$ cat src/rtl/cps_pkg.sv
package cps_pkg;
    localparam int DATA_W = 32;
    localparam int STEP_W = 5;

    typedef enum logic [2:0] {
        K_WR, K_GAP, K_RD_ID, K_RD_STAT, K_STREAM, K_END
    } item_kind_e;

    localparam logic [STEP_W-1:0] STEP_STREAM = 5'd13;
    localparam logic [STEP_W-1:0] STEP_CLOSE  = 5'd14;
    localparam logic [STEP_W-1:0] STEP_END    = 5'd18;

    localparam logic [DATA_W-1:0] W_DUMMY   = 32'hFFFF_FFFF;
    localparam logic [DATA_W-1:0] W_SYNC    = 32'hAA99_5566;
    localparam logic [DATA_W-1:0] W_NOP     = 32'h2000_0000;
    localparam logic [DATA_W-1:0] W_RD_ID   = 32'h2801_8001;
    localparam logic [DATA_W-1:0] W_RD_STAT = 32'h2800_E001;
    localparam logic [DATA_W-1:0] W_WR_CMD  = 32'h3000_8001;
    localparam logic [DATA_W-1:0] W_DESYNC  = 32'h0000_000D;

    function automatic item_kind_e step_kind(input logic [STEP_W-1:0] s);
        case (s)
            5'd5, 5'd7, 5'd10, 5'd12: step_kind = K_GAP;
            5'd6:                     step_kind = K_RD_ID;
            5'd11:                    step_kind = K_RD_STAT;
            STEP_STREAM:              step_kind = K_STREAM;
            STEP_END:                 step_kind = K_END;
            default:                  step_kind = (s > STEP_END) ? K_END : K_WR;
        endcase
    endfunction

    function automatic logic [DATA_W-1:0] step_word(input logic [STEP_W-1:0] s);
        case (s)
            5'd0:    step_word = W_DUMMY;
            5'd1:    step_word = W_SYNC;
            5'd3:    step_word = W_RD_ID;
            5'd8:    step_word = W_RD_STAT;
            5'd14:   step_word = W_WR_CMD;
            5'd15:   step_word = W_DESYNC;
            default: step_word = W_NOP;
        endcase
    endfunction
endpackage

$ cat src/rtl/cps_id_match.sv
module cps_id_match #(
    parameter logic [31:0] ID_EXPECT = 32'h0127_E093,
    parameter logic [31:0] ID_MASK   = 32'h0FFF_FFFF
) (
    input  logic [31:0] word_i,
    output logic        match_o
);
    // Masked-out bits (revision nibble by default) never affect the result.
    assign match_o = ((word_i ^ ID_EXPECT) & ID_MASK) == 32'h0;
endmodule

$ cat src/rtl/cps_busy_watch.sv
module cps_busy_watch #(
    parameter int BUSY_LIMIT = 1024
) (
    input  logic clk,
    input  logic rst_n,
    input  logic stall_i,
    output logic expired_o
);
    localparam int CNT_W = $clog2(BUSY_LIMIT + 1);

    typedef struct packed {
        logic [CNT_W-1:0] cnt;
    } watch_t;

    watch_t w_d, w_q;

    always_comb begin
        w_d = w_q;
        w_d.cnt = stall_i ? w_q.cnt + CNT_W'(1) : '0;
    end

    assign expired_o = stall_i && (w_q.cnt == CNT_W'(BUSY_LIMIT - 1));

    always_ff @(posedge clk or negedge rst_n) begin
        if (!rst_n) w_q <= '0;
        else        w_q <= w_d;
    end
endmodule

$ cat src/rtl/cfg_port_sequencer.sv
module cfg_port_sequencer
    import cps_pkg::*;
#(
    parameter logic [31:0] ID_EXPECT  = 32'h0127_E093,
    parameter logic [31:0] ID_MASK    = 32'h0FFF_FFFF,
    parameter int          BUSY_LIMIT = 1024
) (
    input  logic        clk,
    input  logic        rst_n,
    input  logic        start_i,
    input  logic [31:0] fifo_data_i,
    input  logic        fifo_valid_i,
    input  logic        fifo_last_i,
    output logic        fifo_ready_o,
    output logic        port_en_n_o,
    output logic        port_wr_n_o,
    output logic [31:0] port_dout_o,
    input  logic [31:0] port_din_i,
    input  logic        port_busy_i,
    output logic        done_o,
    output logic        pass_o
);
    typedef struct packed {
        logic              run;
        logic [STEP_W-1:0] step;
        logic              en_n;
        logic              wr_n;
        logic [DATA_W-1:0] dout;
        logic              last;
        logic              fail;
        logic              done;
        logic              pass;
    } seq_t;

    seq_t q, d;
    logic id_ok, tmo_expired, stall;
    logic load_req, pop;
    logic [STEP_W-1:0] load_step;
    item_kind_e cur_kind, load_kind;

    assign stall = q.run && !q.en_n && port_busy_i;

    cps_id_match #(.ID_EXPECT(ID_EXPECT), .ID_MASK(ID_MASK)) u_id (
        .word_i (port_din_i),
        .match_o(id_ok)
    );

    cps_busy_watch #(.BUSY_LIMIT(BUSY_LIMIT)) u_watch (
        .clk      (clk),
        .rst_n    (rst_n),
        .stall_i  (stall),
        .expired_o(tmo_expired)
    );

    always_comb begin
        d         = q;
        d.done    = 1'b0;
        pop       = 1'b0;
        load_req  = 1'b0;
        load_step = q.step;
        cur_kind  = step_kind(q.step);
        if (!q.run) begin
            if (start_i) begin
                d.run  = 1'b1;
                d.step = '0;
                d.fail = 1'b0;
                d.pass = 1'b0;
            end
        end else if (!q.en_n) begin
            if (port_busy_i) begin
                if (tmo_expired) begin
                    d.en_n = 1'b1;
                    d.fail = 1'b1;
                    d.step = (q.step >= STEP_CLOSE) ? STEP_END : STEP_CLOSE;
                end
            end else begin
                if (cur_kind == K_RD_ID && !id_ok) d.fail = 1'b1;
                load_req  = 1'b1;
                load_step = (q.step == STEP_STREAM && !q.last) ? q.step : q.step + 1'b1;
            end
        end else begin
            load_req = 1'b1;
        end

        load_kind = step_kind(load_step);
        if (load_req) begin
            d.step = load_step;
            case (load_kind)
                K_WR: begin
                    d.en_n = 1'b0;
                    d.wr_n = 1'b0;
                    d.dout = step_word(load_step);
                end
                K_RD_ID, K_RD_STAT: begin
                    d.en_n = 1'b0;
                    d.wr_n = 1'b1;
                end
                K_GAP: begin
                    d.en_n = 1'b1;
                    d.step = load_step + 1'b1;
                end
                K_STREAM: begin
                    if (d.fail) begin
                        d.en_n = 1'b1;
                        d.step = STEP_CLOSE;
                    end else if (fifo_valid_i) begin
                        d.en_n = 1'b0;
                        d.wr_n = 1'b0;
                        d.dout = fifo_data_i;
                        d.last = fifo_last_i;
                        pop    = 1'b1;
                    end else begin
                        d.en_n = 1'b1;
                    end
                end
                default: begin
                    d.en_n = 1'b1;
                    d.run  = 1'b0;
                    d.done = 1'b1;
                    d.pass = !d.fail;
                end
            endcase
        end
    end

    always_ff @(posedge clk or negedge rst_n) begin
        if (!rst_n) begin
            q      <= '0;
            q.en_n <= 1'b1;
            q.wr_n <= 1'b1;
        end else begin
            q <= d;
        end
    end

    assign fifo_ready_o = pop;
    assign port_en_n_o  = q.en_n;
    assign port_wr_n_o  = q.wr_n;
    assign port_dout_o  = q.dout;
    assign done_o       = q.done;
    assign pass_o       = q.pass;

    assert_idle_quiet_R1: assert property (@(posedge clk) disable iff (!rst_n)
        !q.run |-> port_en_n_o);

    assert_select_steady_R4: assert property (@(posedge clk) disable iff (!rst_n)
        !port_en_n_o |=> (port_en_n_o || $stable(port_wr_n_o)));

    assert_hold_under_busy_R5: assert property (@(posedge clk) disable iff (!rst_n)
        (!port_en_n_o && port_busy_i && !tmo_expired) |=>
        (!port_en_n_o && $stable(port_dout_o) && $stable(port_wr_n_o)));

    assert_pop_lands_on_bus_R7: assert property (@(posedge clk) disable iff (!rst_n)
        fifo_ready_o |=> (!port_en_n_o && !port_wr_n_o && port_dout_o == $past(fifo_data_i)));

    assert_timeout_releases_R9: assert property (@(posedge clk) disable iff (!rst_n)
        tmo_expired |=> port_en_n_o);

    assert_done_single_R10: assert property (@(posedge clk) disable iff (!rst_n)
        done_o |=> !done_o);
endmodule

$ cat config.mk
export PLATFORM = sky130hd
export DESIGN_NAME = cfg_port_sequencer
export DESIGN_NICKNAME = d
export VERILOG_FILES = /design/src/rtl/cps_pkg.sv /design/src/rtl/cps_id_match.sv /design/src/rtl/cps_busy_watch.sv /design/src/rtl/cfg_port_sequencer.sv
export SDC_FILE = /design/constraint.sdc
export NUM_CORES = 1
export LEC_CHECK = 0
export ABC_AREA = 0
export BUFFER_PORTS_ARGS = -buffer_cell sky130_fd_sc_hd__buf_2
export CAP_MARGIN = 40
export CORE_MARGIN = 2
export CORE_UTILIZATION = 56
export DETAILED_ROUTE_END_ITERATION = 7
export PLACE_DENSITY = 0.92
export SYNTH_ARGS = -nofsm -noshare
export SYNTH_HDL_FRONTEND = slang
export SYNTH_SLANG_ARGS = --single-unit
$ cat constraint.sdc
create_clock -name clk -period 4.48 [get_ports clk]
set_input_delay 0 -clock clk [delete_from_list [all_inputs] [get_ports clk]]
set_output_delay 0 -clock clk [all_outputs]
set_load 0.1 [all_outputs]
After elaboration in Yosys (flattened, before gate mapping)
Index checks and enable logic that the tools add are counted.
Widths: inputs -> output; s select.

operators by class
  order comparisons = 3
  mux-type cells = 47
  bitwise operators = 2
  equality and inequality tests = 32
  $add $sub $neg = 3
  reduce and logical (&&, ||, !) cells = 25

operators with widths
  operator               count
  $pmux 32 s6            1
  $mux 34                2
  $pmux 32 s2            1
  $eq 5x4->1 const B     11
  $mux 41                1
  $mux 5                 7
  $logic_not 32->1       1
  $eq 5x3->1 const B     6
  $pmux 3 s5             2
  $mux 6                 4
  $mux 1                 21
  $reduce_and 4->1       4
  $not 12->12            1
  $add 11x1->11 const B  1
  $eq 11x10->1 const B   1
  $mux 11                1
  $add 5x1->5 const B    2
  $eq 5x5->1 const B     2
  $gt 5x5->1 const B     2
  $pmux 5 s2             1
  $eq 3x2->1 const B     3
  $reduce_or 4->1        2
  $mux 3                 2
  $ne 3x2->1 const B     2
  20 further kinds       31

storage, ports and cells
  register bits = 55
  output and inout port bits = 37
  word-level logic and storage cells = 122

Longest topological paths before layout
  word-level depth = 13
  gate-level depth with buffers = 13

Hierarchy
Synthesis repeated with hierarchy kept, for this count alone.

second synthesis, totals
  cell total of the unflattened synthesis = 376
  area total of the unflattened synthesis = 3693.5 um2

by module, submodules not included
  module              cells each  area each (um2)  times used
  cfg_port_sequencer  315         3083.0           1
  cps_busy_watch      50          520.5            1
  cps_id_match        11          90.1             1

Worst setup path before layout
Ideal clock, no wire load.

  path kind = register to register
  from = register q[39] (netlist bit)
  to = register q[3] (netlist bit)
  arrival time = 3533 ps
  required time = 4355 ps
  setup slack = 822 ps
  period minus slack after synthesis = 3658 ps
  stages on the path, launching flop included = 11
  library setup time = 125 ps
  buffers on the path = 1
  path through = dfrtp_1 > inv_1 > ha_1 > or3b_4 > o21ai_4 > mux2i_2 > and4_4 > and4_4 > buf_6 > and2b_1 > mux2_2

between the ends
  longest elaborated chain between the ends = 11

RTL lines
  item                                                                  line                      text
  from (decl)                                                           cfg_port_sequencer.sv:35  seq_t q, d;
  parallel branches: the longest is 10 deep, another holds $add 5x1->5  -
  $reduce_and 4->1 (no source line) (*)                                 -

Every way passes the cells marked *.
A chain may end at the register's enable or synchronous reset.

Worst setup path in the final report
  from = register q[39] (netlist bit)
  to = output fifo_ready_o

between the ends
  longest elaborated chain between the ends = 12

RTL lines
  item                                                                  line                      text
  parallel branches: the longest is 10 deep, another holds $add 5x1->5  -
  $mux 1 (*)                                                            cfg_port_sequencer.sv:88  case (load_kind)
  $mux 1 (*)                                                            cfg_port_sequencer.sv:86  if (load_req) begin
  to (decl)                                                             cfg_port_sequencer.sv:14  output logic fifo_ready_o,

Marked as above.

==> run_results.csv <==
group,metric,value,unit
final_layout,drive_gt1_share,30.3,%
timing,post-route-min-period,3.88,ns
yosys,synth_cell_types,64,
setup_path,crit_top_cell,"and4_4",
final_layout,multi_input_area,1660,um^2
final_layout,fillers,434,
die,start_util,58.3,%
flow_run,cap_viol_max_count,0,
yosys,yosysSeqAreaShare,39.5,%
global_route,grt_pass1_wl,14.3,mm
global_route,grt-busiest-layer,"met2",
timing,fin_tns_setup,0,ns
placed_design,post_dp_cell_area,3780,um^2
setup_path,crit_required,4.48,ns
yosys,postSynthAreaPerCell,9.81,um^2
global_route,grtUsageMet1,32.1,%
route,wirelength,8.79,mm
die,num_rows,28,
final_layout,diodes,0,
placed_design,portBuffers,102,
clocking,cts_root_buf,"clkbuf_8",
route,vias,3038,
timing,setup_viol,0,
timing,whs,-0.00813,ns
clocking,clock_path_buffers,2,
die,fp.dieW,83.0,um
yosys,synthSimpleGateAreaFrac,15.2,%
setup_path,r2r_slack,0.65,ns
setup_path,r2r_end,"port_dout_o[6]",
final_layout,final_cell_mix,"buf_2, dfrtp_1, inv_1, a21oi_1, mux2i_1",
route,antenna_left,0,
yosys,synth_ff_type,"dfrtp_1",
timing,fmax,257,MHz
setup_path,cp_top_family,"simple AND/OR/NAND/NOR gates",
yosys,synth_area,3490,um^2
global_route,gr-total-overflow,0,
global_route,grt_max_degree,56,
hold_path,hold_start,"fifo_data_i[16]",
hold_path,worstHoldEndpoint,"port_dout_o[16]",
setup_path,cp_slowest_cell,"mux2i_2",
global_route,grt_usage,25.6,%
clocking,cts_buffers,5,
timing,worst_pin_slew,0.731,ns
global_route,grt_pass1_vias,2945,
timing,relSlewSlack,50.0,%
route,drc,0,
setup_path,cp_max_fo,33,
timing,rsz0062_at_grt,"false",
timing,skew,0.0188,ns
final_layout,fin_area,4110,um^2
yosys,yosysWarnings,0,
setup_path,arrival,3.88,ns
timing,slew_violations,0,
die,coreArea,5990,um^2
final_layout,regArea,1380,um^2
yosys,synth_compound_area_share,14.9,%
setup_path,reg2reg_depth,10,
yosys,synth-edff-count,0,
die,die_area,6880,um^2
yosys,synth_adder_area_share,2.47,%
hold_path,hold_depth,3,
setup_path,cp-start-kind,"flop",
yosys,synth-xor-area-share,2.26,%
clocking,tritoncts,"done",
final_layout,syn_to_final_growth,17.7,%
setup_path,worstPathCellList,"inv_1 > ha_1 > or3b_4 > o21ai_4 > mux2i_2 > and4_4 > and4_4 > and2b_1 > buf_2",
timing,period_share,86.7,%
final_layout,final_common_cell,"buf_2",
run_status,status,"finished, violations left",
yosys,synthCells,356,
final_layout,nets,521,
yosys,synth_fp_nets,432,
setup_path,crit_path_max_incr_delay,0.56,ns
yosys,yosys_register_bits,55,
route,initialDrtViolationCount,255,
global_route,met2_usage,43.1,%
die,die_h,83.0,um
clocking,htreeDepth,2,
clocking,clk_latency,0.33,ns
setup_path,cp_num_cells,9,
route,drt-pass1-iter-count,4,
yosys,async_reset_ff_share,100,%
run_status,violations,"negative hold slack",
placed_design,gp_congestion,0.885,
setup_path,r2r-start,"q[39]",
global_route,met3_usage,5.27,%
route,viasPerCell,5.83,
timing,hold_viol,1,
clocking,post_cts_buffers,0,
global_route,antenna_found_initial,0,
setup_path,crit_path_end_kind,"output pin",
setup_path,crit_type,"flop to output pin",
placed_design,hpwl,5.75,mm
yosys,synth_top_family_by_area,"simple AND/OR/NAND/NOR gates",
die,io_pins,107,
clocking,cts_sinks,55,
yosys,synthMuxAreaShare,12.4,%
hold_path,hold_class,"primary input to flop",
clocking,clk_pin_slew,0.10,ns
route,wl_per_cell,16.9,um
setup_path,crit_buf_inv,2,
state kept, by name (all words and copies together), names as in the netlist:
| signal | count |
|---|---|
| pass_o | 1 |
| port_en_n_o | 1 |
| u_watch.w_q | 11 |
| done_o | 1 |
| port_wr_n_o | 1 |
| q | 8 |
| port_dout_o | 32 |
Yosys cell counts, drive strengths merged, types with 2 or more instances:
cell type	n	share of area, %
and2b	3	0.64
inv	33	3.5
nor4	2	0.54
o21ai	10	1.8
a211o	8	2.0
nand2	18	1.9
nor4bb	2	0.57
buf	41	9.2
nor4b	4	1.0
clkbuf	5	0.54
a41o	2	0.57
nand4	8	1.4
a32o	3	0.86
xor2	5	1.3
nand2b	3	0.54
and4	2	0.64
ha	6	2.1
o22ai	4	0.72
mux2	11	4.0
o211ai	2	0.43
nand4bb	2	0.64
a31oi	2	0.36
and3	2	0.36
and2	3	0.54
mux2i	29	8.4
nor2	18	2.0
a21oi	31	4.4
nand3	11	1.6
nor3	2	0.29
dfrtp	53	38
a21o	3	0.64
dfstp	2	1.5
xnor2	4	1.0
or3	3	0.54
worst register-to-register path: stages, from the launching register on:
cell     delay [ns]
dfrtp_1        0.51
inv_1          0.16
ha_1           0.19
or3b_4         0.41
o21ai_4        0.24
mux2i_2        0.56
maj3_2         0.35
a22oi_2        0.11
nor2_4         0.53
buf_4          0.40
mux2i_1        0.29
metal layers:
layer / share of wire (%) / routed length (um) / vias up
met3: 6.6 / 580 / 27
met2: 50 / 4430 / 129
met4: 3.5 / 308 / 0
met5: 0 / 0 / -
met1: 40 / 3480 / 1476
li1: - / - / 1406
cell type report:
class,instances,area share (%)
clock inverter,3,0.609
sequential,55,33.6
inverter,33,3.01
clock buffer,5,1.67
tap,75,2.28
multi-input combinational,222,40.3
timing repair buffer,128,18.6
what timing repair did:
| action | 4_1_cts | 5_1_grt |
|---|---|---|
| setup endpoints to repair | 0 | 0 |
| hold buffers | 23 | 0 |
| hold endpoints to repair | 75 | 0 |
| resized for setup | 0 | 0 |
logic make-up after synthesis:
| family | count (synthesis) |
|---|---|
| compound gates | 77 |
| xor+xnor | 9 |
| fa+ha+maj | 7 |
| buf+inv | 79 |
| flops | 55 |
| mux | 40 |
| simple gates | 89 |
worst max-delay path by stage:
stage | slack (ns) | start | to
2_1_floorplan | 0.82 | q[39] | q[3]
3_3_place_gp | 0.90 | q[39] | port_dout_o[10]
3_5_place_dp | 0.72 | q[39] | port_dout_o[20]
4_1_cts | 0.61 | q[39] | fifo_ready_o
5_1_grt | 0.41 | q[39] | fifo_ready_o
6_report | 0.60 | q[39] | fifo_ready_o
metrics by stage:
step	cells	setup WS, ns	util (%)	hold slack, ns
5_1_grt	521	0.409	68.6	0.0123
3_3_place_gp	490	0.903	63.2	0.158
6_report	521	0.596	68.6	-0.00813
3_5_place_dp	490	0.717	63.2	0.163
2_1_floorplan	356	0.822	-	-0.296
4_1_cts	521	0.612	68.6	0.000230
Power is left out: the tool's default activity adds up to more than one toggle a clock period on the data nets, which glitch-free logic cannot reach.
